`config.mk`:
```
export PLATFORM = sky130hd
export DESIGN_NAME = dmaRegBank
export DESIGN_NICKNAME = d
export VERILOG_FILES = /design/src/rtl/dmaRegPkg.sv /design/src/rtl/dmaRegCtrl.sv /design/src/rtl/dmaRegData.sv /design/src/rtl/dmaRegBank.sv
export SDC_FILE = /design/constraint.sdc
export NUM_CORES = 1
export LEC_CHECK = 0
export BUFFER_PORTS_ARGS = -buffer_cell sky130_fd_sc_hd__buf_4
export CAP_MARGIN = 20
export CELL_PAD_IN_SITES_DETAIL_PLACEMENT = 1
export CELL_PAD_IN_SITES_GLOBAL_PLACEMENT = 1
export CORE_ASPECT_RATIO = 0.9
export CORE_MARGIN = 1.5
export CORE_UTILIZATION = 46
export CTS_CLUSTER_DIAMETER = 30
export DETAILED_ROUTE_END_ITERATION = 7
export GPL_ROUTABILITY_DRIVEN = 0
export PLACE_DENSITY = 0.86
export SYNTH_ARGS = -nofsm -noshare
export SYNTH_HDL_FRONTEND = slang
export SYNTH_HIERARCHICAL = 1
export SYNTH_SLANG_ARGS = --single-unit
export TNS_END_PERCENT = 10
```
`constraint.sdc`:
```
create_clock -name clk -period 3 [get_ports clk]
set_input_delay 0.15 -clock clk [delete_from_list [all_inputs] [get_ports clk]]
set_output_delay 0.15 -clock clk [all_outputs]
set_load 0.02 [all_outputs]
```
`src/rtl/dmaRegPkg.sv`:
```
package dmaRegPkg;
  localparam int CH_CNT    = 4;
  localparam int DATA_W    = 8;
  localparam int REG_W     = 16;
  localparam int MODE_W    = 6;
  localparam int PORT_W    = 4;
  localparam int REG_PORTS = 2 * CH_CNT;
  localparam int IDX_W     = $clog2(REG_PORTS);
  localparam int CH_W      = $clog2(CH_CNT);
  localparam int DIS_BIT   = 2;

  localparam logic [PORT_W-1:0] OFS_CMD     = 4'h8;
  localparam logic [PORT_W-1:0] OFS_MASKONE = 4'hA;
  localparam logic [PORT_W-1:0] OFS_MODE    = 4'hB;
  localparam logic [PORT_W-1:0] OFS_PTRCLR  = 4'hC;
  localparam logic [PORT_W-1:0] OFS_MCLR    = 4'hD;
  localparam logic [PORT_W-1:0] OFS_MASKCLR = 4'hE;
  localparam logic [PORT_W-1:0] OFS_MASKSET = 4'hF;

  typedef struct packed {
    logic [REG_PORTS-1:0] regWr;
    logic                 regRd;
    logic [IDX_W-1:0]     regIdx;
    logic                 hiSel;
    logic                 cmdWr;
    logic                 statusRd;
    logic                 maskOne;
    logic                 maskSet;
    logic                 maskClr;
    logic                 modeWr;
    logic                 masterClr;
  } regStb_t;
endpackage

```
`src/rtl/dmaRegCtrl.sv`:
```
module dmaRegCtrl
  import dmaRegPkg::*;
(
  input  logic              clk,
  input  logic              rstN,
  input  logic [PORT_W-1:0] portOfs,
  input  logic              wrEn,
  input  logic              rdEn,
  output regStb_t           stb
);
  logic bytePtr;
  logic rdAct;
  logic regPort;
  logic regAccess;
  logic ptrClear;

  assign rdAct     = rdEn & ~wrEn;
  assign regPort   = int'(portOfs) < REG_PORTS;
  assign regAccess = regPort & (wrEn | rdAct);
  assign ptrClear  = wrEn & ((portOfs == OFS_PTRCLR) | (portOfs == OFS_MCLR));

  always_ff @(posedge clk) begin
    if (!rstN)           bytePtr <= 1'b0;
    else if (ptrClear)   bytePtr <= 1'b0;
    else if (regAccess)  bytePtr <= ~bytePtr;
  end

  always_comb begin
    stb           = '0;
    stb.regIdx    = portOfs[IDX_W-1:0];
    stb.hiSel     = bytePtr;
    stb.regRd     = rdAct & regPort;
    for (int i = 0; i < REG_PORTS; i++)
      stb.regWr[i] = wrEn & (int'(portOfs) == i);
    stb.cmdWr     = wrEn  & (portOfs == OFS_CMD);
    stb.statusRd  = rdAct & (portOfs == OFS_CMD);
    stb.maskOne   = wrEn  & (portOfs == OFS_MASKONE);
    stb.modeWr    = wrEn  & (portOfs == OFS_MODE);
    stb.masterClr = wrEn  & (portOfs == OFS_MCLR);
    stb.maskClr   = wrEn  & (portOfs == OFS_MASKCLR);
    stb.maskSet   = wrEn  & (portOfs == OFS_MASKSET);
  end

  AST_PTR_TOGGLE: assert property (@(posedge clk) disable iff (!rstN)
    (regAccess && !ptrClear) |=> (bytePtr != $past(bytePtr)));
  AST_PTR_HOLD: assert property (@(posedge clk) disable iff (!rstN)
    (!regAccess && !ptrClear) |=> $stable(bytePtr));
  AST_PTR_CLEAR: assert property (@(posedge clk) disable iff (!rstN)
    ptrClear |=> !bytePtr);

  always_comb begin
    if (rstN) AST_ONE_REG_STROBE: assert ($onehot0(stb.regWr));
  end
endmodule

```
`src/rtl/dmaRegData.sv`:
```
module dmaRegData
  import dmaRegPkg::*;
(
  input  logic                     clk,
  input  logic                     rstN,
  input  regStb_t                  stb,
  input  logic [DATA_W-1:0]        wrData,
  input  logic [CH_CNT-1:0]        tcPulse,
  output logic [DATA_W-1:0]        rdData,
  output logic [CH_CNT*REG_W-1:0]  chanAddr,
  output logic [CH_CNT*REG_W-1:0]  chanCount,
  output logic [CH_CNT*MODE_W-1:0] chanMode,
  output logic [CH_CNT-1:0]        chanMask,
  output logic [DATA_W-1:0]        cmdByte,
  output logic [CH_CNT-1:0]        chanEnable
);
  localparam int HALF_W = REG_W / 2;

  logic [REG_W-1:0]  regFile [REG_PORTS];
  logic [CH_CNT-1:0] tcFlags;
  logic [CH_W-1:0]   chSel;

  assign chSel = wrData[CH_W-1:0];

  for (genvar r = 0; r < REG_PORTS; r++) begin : g_reg
    always_ff @(posedge clk) begin
      if (!rstN) regFile[r] <= '0;
      else if (stb.regWr[r]) begin
        if (stb.hiSel) regFile[r][REG_W-1:HALF_W] <= wrData;
        else           regFile[r][HALF_W-1:0]     <= wrData;
      end
    end
  end

  for (genvar c = 0; c < CH_CNT; c++) begin : g_ch
    logic [MODE_W-1:0] modeQ;

    always_ff @(posedge clk) begin
      if (!rstN)                                chanMask[c] <= 1'b1;
      else if (stb.masterClr)                   chanMask[c] <= 1'b1;
      else if (stb.maskClr)                     chanMask[c] <= 1'b0;
      else if (stb.maskSet)                     chanMask[c] <= wrData[c];
      else if (stb.maskOne && chSel == CH_W'(c)) chanMask[c] <= wrData[2];
    end

    always_ff @(posedge clk) begin
      if (!rstN) modeQ <= '0;
      else if (stb.modeWr && chSel == CH_W'(c))
        modeQ <= wrData[DATA_W-1:DATA_W-MODE_W];
    end

    always_ff @(posedge clk) begin
      if (!rstN)              tcFlags[c] <= 1'b0;
      else if (stb.masterClr) tcFlags[c] <= 1'b0;
      else if (tcPulse[c])    tcFlags[c] <= 1'b1;
      else if (stb.statusRd)  tcFlags[c] <= 1'b0;
    end

    assign chanAddr[c*REG_W +: REG_W]    = regFile[2*c];
    assign chanCount[c*REG_W +: REG_W]   = regFile[2*c+1];
    assign chanMode[c*MODE_W +: MODE_W]  = modeQ;
    assign chanEnable[c] = ~chanMask[c] & ~cmdByte[DIS_BIT];
  end

  always_ff @(posedge clk) begin
    if (!rstN)              cmdByte <= '0;
    else if (stb.masterClr) cmdByte <= '0;
    else if (stb.cmdWr)     cmdByte <= wrData;
  end

  always_comb begin
    rdData = '0;
    if (stb.regRd)
      rdData = stb.hiSel ? regFile[stb.regIdx][REG_W-1:HALF_W]
                         : regFile[stb.regIdx][HALF_W-1:0];
    else if (stb.statusRd)
      rdData = {{(DATA_W-CH_CNT){1'b0}}, tcFlags};
  end

  AST_MCLR_MASKS: assert property (@(posedge clk) disable iff (!rstN)
    stb.masterClr |=> (&chanMask && cmdByte == '0));
  AST_STATUS_RDCLR: assert property (@(posedge clk) disable iff (!rstN)
    (stb.statusRd && tcPulse == '0) |=> (tcFlags == '0));
  AST_TC_STICKY: assert property (@(posedge clk) disable iff (!rstN)
    (!stb.statusRd && !stb.masterClr) |=> ((tcFlags & $past(tcFlags)) == $past(tcFlags)));
  AST_ADDR_HOLD: assert property (@(posedge clk) disable iff (!rstN)
    (stb.regWr == '0) |=> ($stable(chanAddr) && $stable(chanCount)));
  AST_MODE_HOLD: assert property (@(posedge clk) disable iff (!rstN)
    !stb.modeWr |=> $stable(chanMode));

  always_comb begin
    if (rstN) AST_EN_GATED: assert ((chanEnable & chanMask) == '0);
  end
endmodule

```
`src/rtl/dmaRegBank.sv`:
```
module dmaRegBank
  import dmaRegPkg::*;
(
  input  logic                     clk,
  input  logic                     rstN,
  input  logic [PORT_W-1:0]        portOfs,
  input  logic                     wrEn,
  input  logic                     rdEn,
  input  logic [DATA_W-1:0]        wrData,
  output logic [DATA_W-1:0]        rdData,
  input  logic [CH_CNT-1:0]        tcPulse,
  output logic [CH_CNT*REG_W-1:0]  chanAddr,
  output logic [CH_CNT*REG_W-1:0]  chanCount,
  output logic [CH_CNT*MODE_W-1:0] chanMode,
  output logic [CH_CNT-1:0]        chanMask,
  output logic [DATA_W-1:0]        cmdByte,
  output logic [CH_CNT-1:0]        chanEnable
);
  regStb_t stb;

  dmaRegCtrl u_ctrl (
    .clk     (clk),
    .rstN    (rstN),
    .portOfs (portOfs),
    .wrEn    (wrEn),
    .rdEn    (rdEn),
    .stb     (stb)
  );

  dmaRegData u_data (
    .clk        (clk),
    .rstN       (rstN),
    .stb        (stb),
    .wrData     (wrData),
    .tcPulse    (tcPulse),
    .rdData     (rdData),
    .chanAddr   (chanAddr),
    .chanCount  (chanCount),
    .chanMode   (chanMode),
    .chanMask   (chanMask),
    .cmdByte    (cmdByte),
    .chanEnable (chanEnable)
  );
endmodule

```
==> out/results.ini, run 1 <==
[floorplanning]
die_area_mm2 = 0.0179
io_pins = 196
core_area_mm2 = 0.0168
initial_core_util_pct = 46.8
chipWidth_um = 141
rows = 45
die_y_um = 127

[final_layout]
postLayoutCoreUtil_pct = 59.9
fin_nets = 817
layout_common_cells = buf_4 (214), edfxtp_1 (128), and3_1 (74)
drive_gt1_share_pct = 32.3
antenna_cells = 0
final_area_mm2 = 0.0100
area.growth.synth_to_final_pct = 27.9
fillerInstances = 1733
final_common_cell = buf_4

[critical_path]
crit_type = flip-flop to output pin
start_kind = flip-flop
crit_required_ns = 2.85
cp.arrival_ns = 2.45
endpoint_kind = output pin
rrSetupSlack_ns = 0.79
reg2regPathDepth = 3
critPathMaxFanout = 40

[power_and_ir_drop]
power_leakage_nw = 4.48
peakVddDrop_uv = 369
power.total_mw = 5.39
powerDensity_mw_per_mm2 = 536

[global_routing]
grt_max_degree = 52
grt_pass1_vias = 6119
grt.total_usage_pct = 28.5
grt_pass1_wl_mm = 37.3
overflow = 0
grt_antenna_before_repair = 0

[clocking]
clockRootBuffer = clkbuf_16
post_cts_buffers = 0
clk_latency_ns = 0.42
clock_path_buffers = 2
h-tree-depth = 4
clk_pin_slew_ns = 0.06
clock-sinks = 169
cts_tree = done
cts_buffers = 17

[timing]
rsz0062_at_grt = false
relSlewSlack_pct = 34.1
slew_viol_final = 0
hold_viol_final = 0
fmax_mhz = 385
finalCritPeriodShare_pct = 86.6
clock_skew_ns = 0.00720
final.setup.tns_ns = 0
timing.final.crit_period_ns = 2.60
tightestPinTransition_ns = 0.984
hold_ws_ns = 0.100
finalSetupViolCount = 0

[place]
placedInstanceArea_mm2 = 0.00942
dp_hpwl_mm = 17.5
io_buffers = 195

[logic_synthesis]
synth_cell_types = 34
synth_area_per_cell_um2 = 12.7
synth_edf_count = 128
netlist_instances = 619
yosys-top-cells-area = edfxtp_1 (49%), dfxtp_1 (10%), mux2i_1 (7.9%)
syn-num-nets = 639
async_flop_share_pct = 0
synth_ff_type = edfxtp_1
yosys_warnings = 6
synth-seq-cells = 169
post-synth-top-area-cell = edfxtp_1
syn_area_mm2 = 0.00786
ys_seq_area_share_pct = 59.4
yosysTopAreaCellShare_pct = 48.9

[job]
drv_cap = 0

[routing]
drtIter0Drc = 447
viasPerCell = 5.79
ant_nets = 0
wl_per_cell_um = 24.6
wl_mm = 25.1
first_pass_iters = 5
drcViolationCount = 0
vias = 5913

[hold_path]
holdCritPathClass = primary input to flip-flop
hold_depth = 3

[outcome]
outcome = finished, final reports clean

flip-flops by register name, indices dropped and copies added, names as in the netlist:
signal,cells
u_data/g_ch.modeQ,24
u_data/cmdByte,8
u_data/chanMask,4
u_data/regFile,128
u_ctrl/bytePtr,1
u_data/tcFlags,4
final cells by class:
type	instances	area, um^2	share of cell area, %
clock inverters	10	63.8	0.635
flip-flops and latches	169	4670	46.5
well taps	211	264	2.63
clock buffers	22	518	5.16
multi-input cells	380	2850	28.3
inverters	11	41.3	0.411
repair buffers	218	1650	16.4
report_power, final:
group | leakage [nW] | total, mW | internal [mW] | switching (mW)
sequential | 1.65 | 2.67 | 2.59 | 0.0780
combinational | 2.53 | 0.599 | 0.229 | 0.369
clock | 0.295 | 2.12 | 1.23 | 0.893
total | 4.48 | 5.39 | 4.05 | 1.34
per-stage QoR:
stage | worst slack, ns | instances
after floorplan | 1.02 | 619
after global placement | 0.838 | 985
after detailed placement | 0.634 | 985
after CTS | 0.436 | 1021
after global routing | 0.288 | 1021
final | 0.403 | 1021
worst paths after layout:
kind / startpoint / end
max: u_ctrl/bytePtr$_SDFFE_PP0P_ / rdData[1]
min: portOfs[3] / u_ctrl/bytePtr$_SDFFE_PP0P_
max reg2reg: u_ctrl/bytePtr$_SDFFE_PP0P_ / u_data/regFile[7][7]$_SDFFCE_PN0P_
min reg2reg: u_data/cmdByte[4]$_SDFFE_PP0P_ / u_data/cmdByte[4]$_SDFFE_PP0P_
synthesized netlist by cell type (9+ instances only):
cell type / instances
mux2i_1: 62
nor2_1: 29
clkbuf_1: 40
and3_1: 74
nor2b_1: 27
nand2_1: 33
inv_1: 11
a21oi_1: 10
o21ai_0: 15
nand3_1: 9
mux4_2: 16
and2_1: 64
edfxtp_1: 128
dfxtp_1: 41
routing by layer:
metal  GRT usage (%)  vias to the layer above  wire (um)
met5               0                        -          0
met4            11.5                        0        724
met3            6.45                       47       1910
met2            47.7                      304      12300
met1            36.0                     2968      10200
li1                -                     2594          -
worst max-delay path, stage by stage, from the launching register on:
cell and delay (ns):
dfxtp_2 0.84, buf_4 0.32, and2b_1 0.25, a21oi_1 0.15, nand4_1 0.14, o211ai_1 0.13
buf_4 0.18
cells by family after synthesis:
group                  Yosys count  synth area share (%)
AO/OA/AOI/OAI                   37                  2.64
buffers and inverters           70                  4.44
flip-flops                     169                  59.4
multiplexers                    87                  15.3
AND/OR/NAND/NOR                256                  18.2
repair_timing:
action | CTS | global route
hold buffers | 4 | 0
gates resized for setup | 0 | 0
hold endpoints to repair | 4 | 0
No activity file was read; power rests on OpenSTA's default activity.
==> run 2, diff against run 1 <==
Settings changed: ABC_AREA from default to 1, CORE_UTILIZATION 46 to 43.
==> run 2 against run 1 <==
Against the previous run: flip-flop and latch count unchanged; clock power is 4% higher; largest power group unchanged; die area is 5.0% higher; cell area is 0.82% lower; critical path type is now primary input to output pin.
==> out/results.ini, run 2 <==
[outcome]
outcome = finished, final reports clean

[floorplanning]
initial_core_util_pct = 43.8  ; -3.0 points
rows = 46  ; +2.2%
core_area_mm2 = 0.0176  ; +5.0%
die_y_um = 130  ; +2.5%
chipWidth_um = 144  ; +2.5%
io_pins = 196  ; unchanged
die_area_mm2 = 0.0188  ; +5.0%

[timing]
timing.final.crit_period_ns = 2.09  ; -0.502 ns
slew_viol_final = 0  ; unchanged
clock_skew_ns = 0.00365  ; -0.00355 ns
fmax_mhz = 477  ; +24%
rsz0062_at_grt = false
finalCritPeriodShare_pct = 69.8  ; -17 points
hold_viol_final = 0  ; unchanged
final.setup.tns_ns = 0  ; unchanged
tightestPinTransition_ns = 1.01  ; +0.0243 ns
relSlewSlack_pct = 32.5  ; -1.6 points
finalSetupViolCount = 0  ; unchanged
hold_ws_ns = 0.0220  ; -0.0784 ns

[routing]
viasPerCell = 5.53  ; -4.6%
wl_mm = 27.7  ; +11%
first_pass_iters = 5  ; unchanged
drtIter0Drc = 576  ; +29%
wl_per_cell_um = 21.3  ; -13%
ant_nets = 0  ; unchanged
drcViolationCount = 0  ; unchanged
vias = 7196  ; +22%

[logic_synthesis]
yosysTopAreaCellShare_pct = 49.8  ; +0.88 points
synth_area_per_cell_um2 = 8.94  ; -30%
syn-num-nets = 883  ; +38%
synth_edf_count = 128  ; unchanged
synth_cell_types = 25  ; -26%
syn_area_mm2 = 0.00772  ; -1.8%
netlist_instances = 863  ; +39%
yosys-top-cells-area = edfxtp_1 (50%), dfxtp_1 (11%), nor2_1 (9.1%)
ys_seq_area_share_pct = 60.4  ; +1.1 points
synth_ff_type = edfxtp_1
post-synth-top-area-cell = edfxtp_1
post-synth-top-count-cell = nor2_1
synthTopCellsByCount = nor2_1 (188), nand2_1 (162), edfxtp_1 (128)
synth-seq-cells = 169  ; unchanged
async_flop_share_pct = 0  ; unchanged
yosys_warnings = 6  ; unchanged

[final_layout]
final_area_mm2 = 0.00996  ; -0.82%
final_common_cell = buf_4
fin_nets = 1069  ; +31%
area.growth.synth_to_final_pct = 29.1
top_register = u_data/regFile
reg_top3 = u_data/regFile x128, u_data/g_ch.modeQ x24, u_data/cmdByte x8
postLayoutCoreUtil_pct = 56.6  ; -3.3 points
largest_reg_flops = 128  ; unchanged
drive_gt1_share_pct = 24.3  ; -8.1 points
antenna_cells = 0  ; unchanged
layout_common_cells = buf_4 (215), nor2_1 (188), nand2_1 (162)
fillerInstances = 2114  ; +22%

[global_routing]
grt.total_usage_pct = 30.1  ; +1.7 points
grt_pass1_vias = 7363  ; +20%
grt_max_degree = 59  ; +13%
overflow = 0  ; unchanged
grt_pass1_wl_mm = 41.4  ; +11%
grt_antenna_before_repair = 0  ; unchanged

[critical_path]
endpoint_kind = output pin
crit_required_ns = 2.85  ; about the same
crit_path_top_delay_cell = buf_4
max_stage_delay_ns = 0.47  ; -0.37 ns
critPathMaxFanout = 40  ; unchanged
crit_type = primary input to output pin
rrSetupSlack_ns = 1.05  ; +0.26 ns
crit_top_cell = buf_4
cp.arrival_ns = 1.94  ; -0.51 ns
path_buf_inv = 3  ; +1
start_kind = primary input
critPathTopFamily = buffers and inverters
crit_chain = buf_4 > buf_4 > nor2_1 > nor2_1 > o21ai_0 > nand3_1 > nand3_1 > a21oi_1 > buf_4

[clocking]
postCtsResizedCells = 0  ; unchanged
clk_pin_slew_ns = 0.06  ; about the same
cts_tree = done
clockRootBuffer = clkbuf_16
cts_buffers = 17  ; unchanged
clock_path_buffers = 2  ; unchanged
post_cts_buffers = 0  ; unchanged
h-tree-depth = 4  ; unchanged
clk_latency_ns = 0.42  ; about the same
clock-sinks = 169  ; unchanged

[power_and_ir_drop]
seqPwrFrac_pct = 48.1  ; -1.5 points
peakVddDrop_uv = 430  ; +17%
powerDensity_mw_per_mm2 = 553  ; +3.1%
power.total_mw = 5.51  ; +2.3%
internal_power_mw = 4.09  ; +0.93%
power_leakage_nw = 4.35  ; -2.8%
swShare_pct = 25.9  ; +1.0 points
combPwrFrac_pct = 11.9  ; +0.8 points
clkPwrFrac_pct = 39.9  ; +0.6 points
p_sw_mw = 1.43  ; +6.4%

[job]
drv_cap = 0  ; unchanged

[hold_path]
holdCritPathClass = primary input to flip-flop

[place]
dp_hpwl_mm = 19.3  ; +9.8%
placedInstanceArea_mm2 = 0.00933  ; -0.97%
io_buffers = 195  ; unchanged

-- run 2: cell count changes in the layout (fill, tap and decap cells not counted), sizes merged, moves of 5 or more --
cell and delta:
clkinv +6, nand2 +129, nor2 +160, nor2b -27, and2 -64, a21oi +30, inv +46, and3 -74
o21ai +52, nand3 +102, nand2b -5, mux2i -62, mux4 -24
-- run 2: cell families after synthesis --
logic type / synth area share, %
and+or+nand+nor: 24.8
AOI/OAI and AO/OA: 7.49
buffers and inverters: 7.26
DFF: 60.4
-- run 2: layer usage --
metal	global-route usage (%)	vias up	wire, um
met3	5.61	53	2150
li1	-	3228	-
met5	0	-	0
met1	35.7	3557	10500
met2	54.0	358	14300
met4	12.4	0	741
-- run 2: power groups by stage --
| stage | Clock [mW] | Sequential [mW] | Combinational (mW) |
|---|---|---|---|
| finish | 2.20 | 2.65 | 0.657 |
| global route | 2.31 | 2.66 | 0.700 |
| CTS | 2.23 | 2.65 | 0.650 |
| detailed placement | 0 | 2.70 | 0.640 |
| global placement | 0 | 2.70 | 0.619 |
| floorplan | 0 | 2.78 | 0.277 |
-- run 2: path summary, 6_finish.rpt --
path,start,to,cells after the start
setup / recovery,portOfs[0],rdData[7],9
setup reg to reg,u_ctrl/bytePtr$_SDFFE_PP0P_,u_data/regFile[4][8]$_SDFFCE_PN0P_,4
hold / removal,tcPulse[2],u_data/tcFlags[2]$_SDFFE_PP0P_,3
hold reg to reg,u_data/g_ch[2].modeQ[3]$_SDFFE_PN0P_,u_data/g_ch[2].modeQ[3]$_SDFFE_PN0P_,2
-- run 2: layout make-up --
class | count | area, um^2 | area share (%)
clock buffer | 23 | 509 | 5.11
clock inverter | 9 | 83.8 | 0.841
inverter | 64 | 240 | 2.41
multi-input combinational | 577 | 2490 | 25.0
sequential | 169 | 4660 | 46.8
tap | 240 | 300 | 3.01
timing repair buffer | 220 | 1670 | 16.8
-- run 2: stage by stage --
step | cells | setup slack [ns]
finish | 1302 | 0.905
detailed placement | 1266 | 0.623
global placement | 1266 | 0.830
global route | 1302 | 0.755
CTS | 1301 | 0.922
floorplan | 863 | 1.14
-- run 2: worst min-delay path, stage by stage --
cell and delay [ns]:
buf_4 0.08, a21oi_1 0.04, nor2_1 0.12
-- run 2: timing repair --
| action | 4_1_cts | 5_1_grt |
|---|---|---|
| setup endpoints to repair | 0 | 0 |
| endpoints found under the hold margin | 3 | 0 |
| hold buffers | 3 | 0 |
==> run 3, diff against run 2 <==
Settings changed: CORE_UTILIZATION 43 to 40, PLACE_DENSITY 0.86 to 0.81.
Clock period 3 ns to 2.1 ns, I/O delays scaled along.
==> run 3 against run 2 <==
Against the previous run: routed wire length rose by 1.1%; critical path depth fell by 2; flip-flop and latch count did not move; clock-buffer cell count fell by 2; sequential share of layout area fell by 1.0 points; clock skew rose by 0.0097 ns; sequential power rose by 43%; worst hold slack improved by 0.0080 ns; clock power rose by 50%; non-clock buffer count rose by 21; largest cell class unchanged.
==> out/results.ini, run 3 (synthesis results as in run 2) <==
[outcome]
outcome = finished, final reports clean

[final_layout]
antenna_cells = 0  ; unchanged
layout_common_cells = buf_4 (228), nor2_1 (188), nand2_1 (162)
final_common_cell = buf_4
drive_gt1_share_pct = 24.9  ; +0.64 points
fin_nets = 1090  ; +2.0%
postLayoutCoreUtil_pct = 54.7  ; -1.9 points
reg_top3 = u_data/regFile x128, u_data/g_ch.modeQ x24, u_data/cmdByte x8
area.growth.synth_to_final_pct = 32.0
top_register = u_data/regFile
largest_reg_flops = 128  ; unchanged

[clocking]
cts_tree = done
clockRootBuffer = clkbuf_16
clock-sinks = 169  ; unchanged
clk_pin_slew_ns = 0.07  ; about the same
postCtsResizedCells = 0  ; unchanged
clk_latency_ns = 0.43  ; about the same
clock_path_buffers = 2  ; unchanged
h-tree-depth = 4  ; unchanged
cts_buffers = 17  ; unchanged

[critical_path]
start_kind = flip-flop
critPathMaxFanout = 2  ; -95%
rrSetupSlack_ns = 0.49  ; -0.56 ns
r2r-end = u_data/regFile[1][13]$_SDFFCE_PN0P_
cp.arrival_ns = 1.87  ; -0.07 ns
crit_type = flip-flop to output pin
crit_path_top_delay_cell = edfxtp_1
startpoint = u_data/regFile[4][12]$_SDFFCE_PN0P_
crit_chain = nor2_1 > nor2_1 > o21ai_0 > nand3_1 > nand3_1 > a21oi_1 > buf_4
reg2regPathDepth = 4  ; unchanged
max_stage_delay_ns = 0.43  ; -0.04 ns
crit_required_ns = 2.00  ; -0.85 ns
endpoint_kind = output pin
r2r_start = u_ctrl/bytePtr$_SDFFE_PP0P_

[place]
post-place-ws_ns = 0.261  ; -0.362 ns
dp_hpwl_mm = 19.8  ; +3.0%
io_buffers = 195  ; unchanged

[timing]
tightestPinTransition_ns = 0.682  ; -0.326 ns
rsz0062_at_grt = false
timing.final.crit_period_ns = 1.98
final.setup.tns_ns = 0  ; unchanged
relSlewSlack_pct = 54.5  ; +22 points
layout_setup_ws_ns = 0.121  ; -0.785 ns
finalCritPeriodShare_pct = 94.3
hold_ws_ns = 0.0301  ; +0.00805 ns
fmax_mhz = 505
clock_skew_ns = 0.0133  ; +0.00969 ns
hold_viol_final = 0  ; unchanged
finalSetupViolCount = 0  ; unchanged
slew_viol_final = 0  ; unchanged

[routing]
route.met3.wl_mm = 2.05  ; -4.8%
first_pass_iters = 5  ; unchanged
viasPerCell = 5.38  ; -2.7%
vias = 7140  ; -0.78%
wl_met1_mm = 11.1  ; +5.9%
wl_met2_mm = 14.2  ; -1.1%
top_layer_used = met4
ant_nets = 0  ; unchanged
drcViolationCount = 0  ; unchanged
drtIter0Drc = 619  ; +7.5%
wl_mm = 28.0  ; +1.1%
wl_per_cell_um = 21.1  ; -0.85%

[floorplanning]
chipWidth_um = 149  ; +3.6%
die_area_mm2 = 0.0201  ; +7.3%
io_pins = 196  ; unchanged
die_y_um = 135  ; +3.6%
initial_core_util_pct = 41.4  ; -2.4 points
rows = 47  ; +2.2%
core_area_mm2 = 0.0186  ; +5.8%

[hold_path]
hold_depth = 4  ; +1
holdCritPathClass = primary input to flip-flop
hp-start = wrEn
hold_end = u_ctrl/bytePtr$_SDFFE_PP0P_

[power_and_ir_drop]
swShare_pct = 25.9  ; about the same
internal_power_mw = 5.98  ; +46%
seqPwrFrac_pct = 47.0  ; -1.1 points
peakVddDrop_uv = 589  ; +37%
power_leakage_nw = 4.46  ; +2.5%
powerDensity_mw_per_mm2 = 791  ; +43%
clkPwrFrac_pct = 40.9  ; +1.0 points
p_sw_mw = 2.09  ; +46%
combPwrFrac_pct = 12.1  ; +0.2 points

[job]
drv_cap = 0  ; unchanged

[global_routing]
grt_pass1_wl_mm = 41.9  ; +1.4%
grt_pass1_vias = 7247  ; -1.6%
grt_antenna_before_repair = 0  ; unchanged
grt.total_usage_pct = 28.2  ; -2.0 points
overflow = 0  ; unchanged
grt_max_degree = 59  ; unchanged

==> run 3: changes by cell type in the layout (fill, tap and decap cells not counted), moves of 2 or more <==
| cell | change |
|---|---|
| inv_4 | -2 |
| dlygate4sd3_1 | +8 |
| clkinv_2 | -2 |
| clkbuf_8 | -3 |
| inv_6 | +2 |
| buf_4 | +13 |
==> run 3: power groups by stage <==
stage               registers [mW]  logic [mW]  clock network, mW
floorplan                     3.97       0.396                  0
global placement              3.86       0.919                  0
detailed placement            3.86       0.943                  0
CTS                           3.79       0.969               3.33
global route                  3.80        1.04               3.46
finish                        3.79       0.975               3.30
==> run 3: repair_timing <==
action                                  CTS  global route
hold endpoints to repair                 14             0
hold buffers                             11             0
endpoints found under the setup margin    0             0
buffers inserted                          0             0
==> run 3: worst max-delay path by stage <==
| stage | to | slack, ns |
|---|---|---|
| final | rdData[4] | 0.12 |
| after global routing | rdData[6] | 0.08 |
| after CTS | rdData[4] | 0.20 |
| after detailed placement | u_data/regFile[6][5]$_SDFFCE_PN0P_ | 0.26 |
| after global placement | u_data/g_ch[2].modeQ[5]$_SDFFE_PN0P_ | 0.34 |
| after floorplan | u_data/regFile[0][10]$_SDFFCE_PN0P_ | 0.24 |
==> run 3: worst max-delay path, delay by kind of cell (launching register included) <==
family / cells / cell delay (ns)
compound gates: 2 / 0.40
buf+inv: 1 / 0.20
flops: 1 / 0.43
simple gates: 4 / 0.42
==> run 3: final cells by class <==
| cell class | instances | area [um^2] |
|---|---|---|
| clock buffers | 21 | 493 |
| clock inverters | 11 | 131 |
| fillers | 2189 | 8450 |
| inverters | 64 | 240 |
| multi-input cells | 577 | 2490 |
| flip-flops and latches | 169 | 4660 |
| well taps | 245 | 307 |
| repair buffers | 241 | 1860 |
==> run 3: metal layers <==
layer	vias to the layer above	GRT usage (%)
met1	3520	36.0
met4	0	9.63
li1	3272	-
met5	-	0
met2	301	48.4
met3	47	4.76
==> run 3: metrics by stage <==
stage	total power, mW	std cells	instance area (um^2)
final	8.06	1328	10200
after global routing	8.31	1328	10200
after CTS	8.09	1328	10200
after detailed placement	4.80	1285	9460
after global placement	4.78	1285	9460
after floorplan	4.36	863	7720
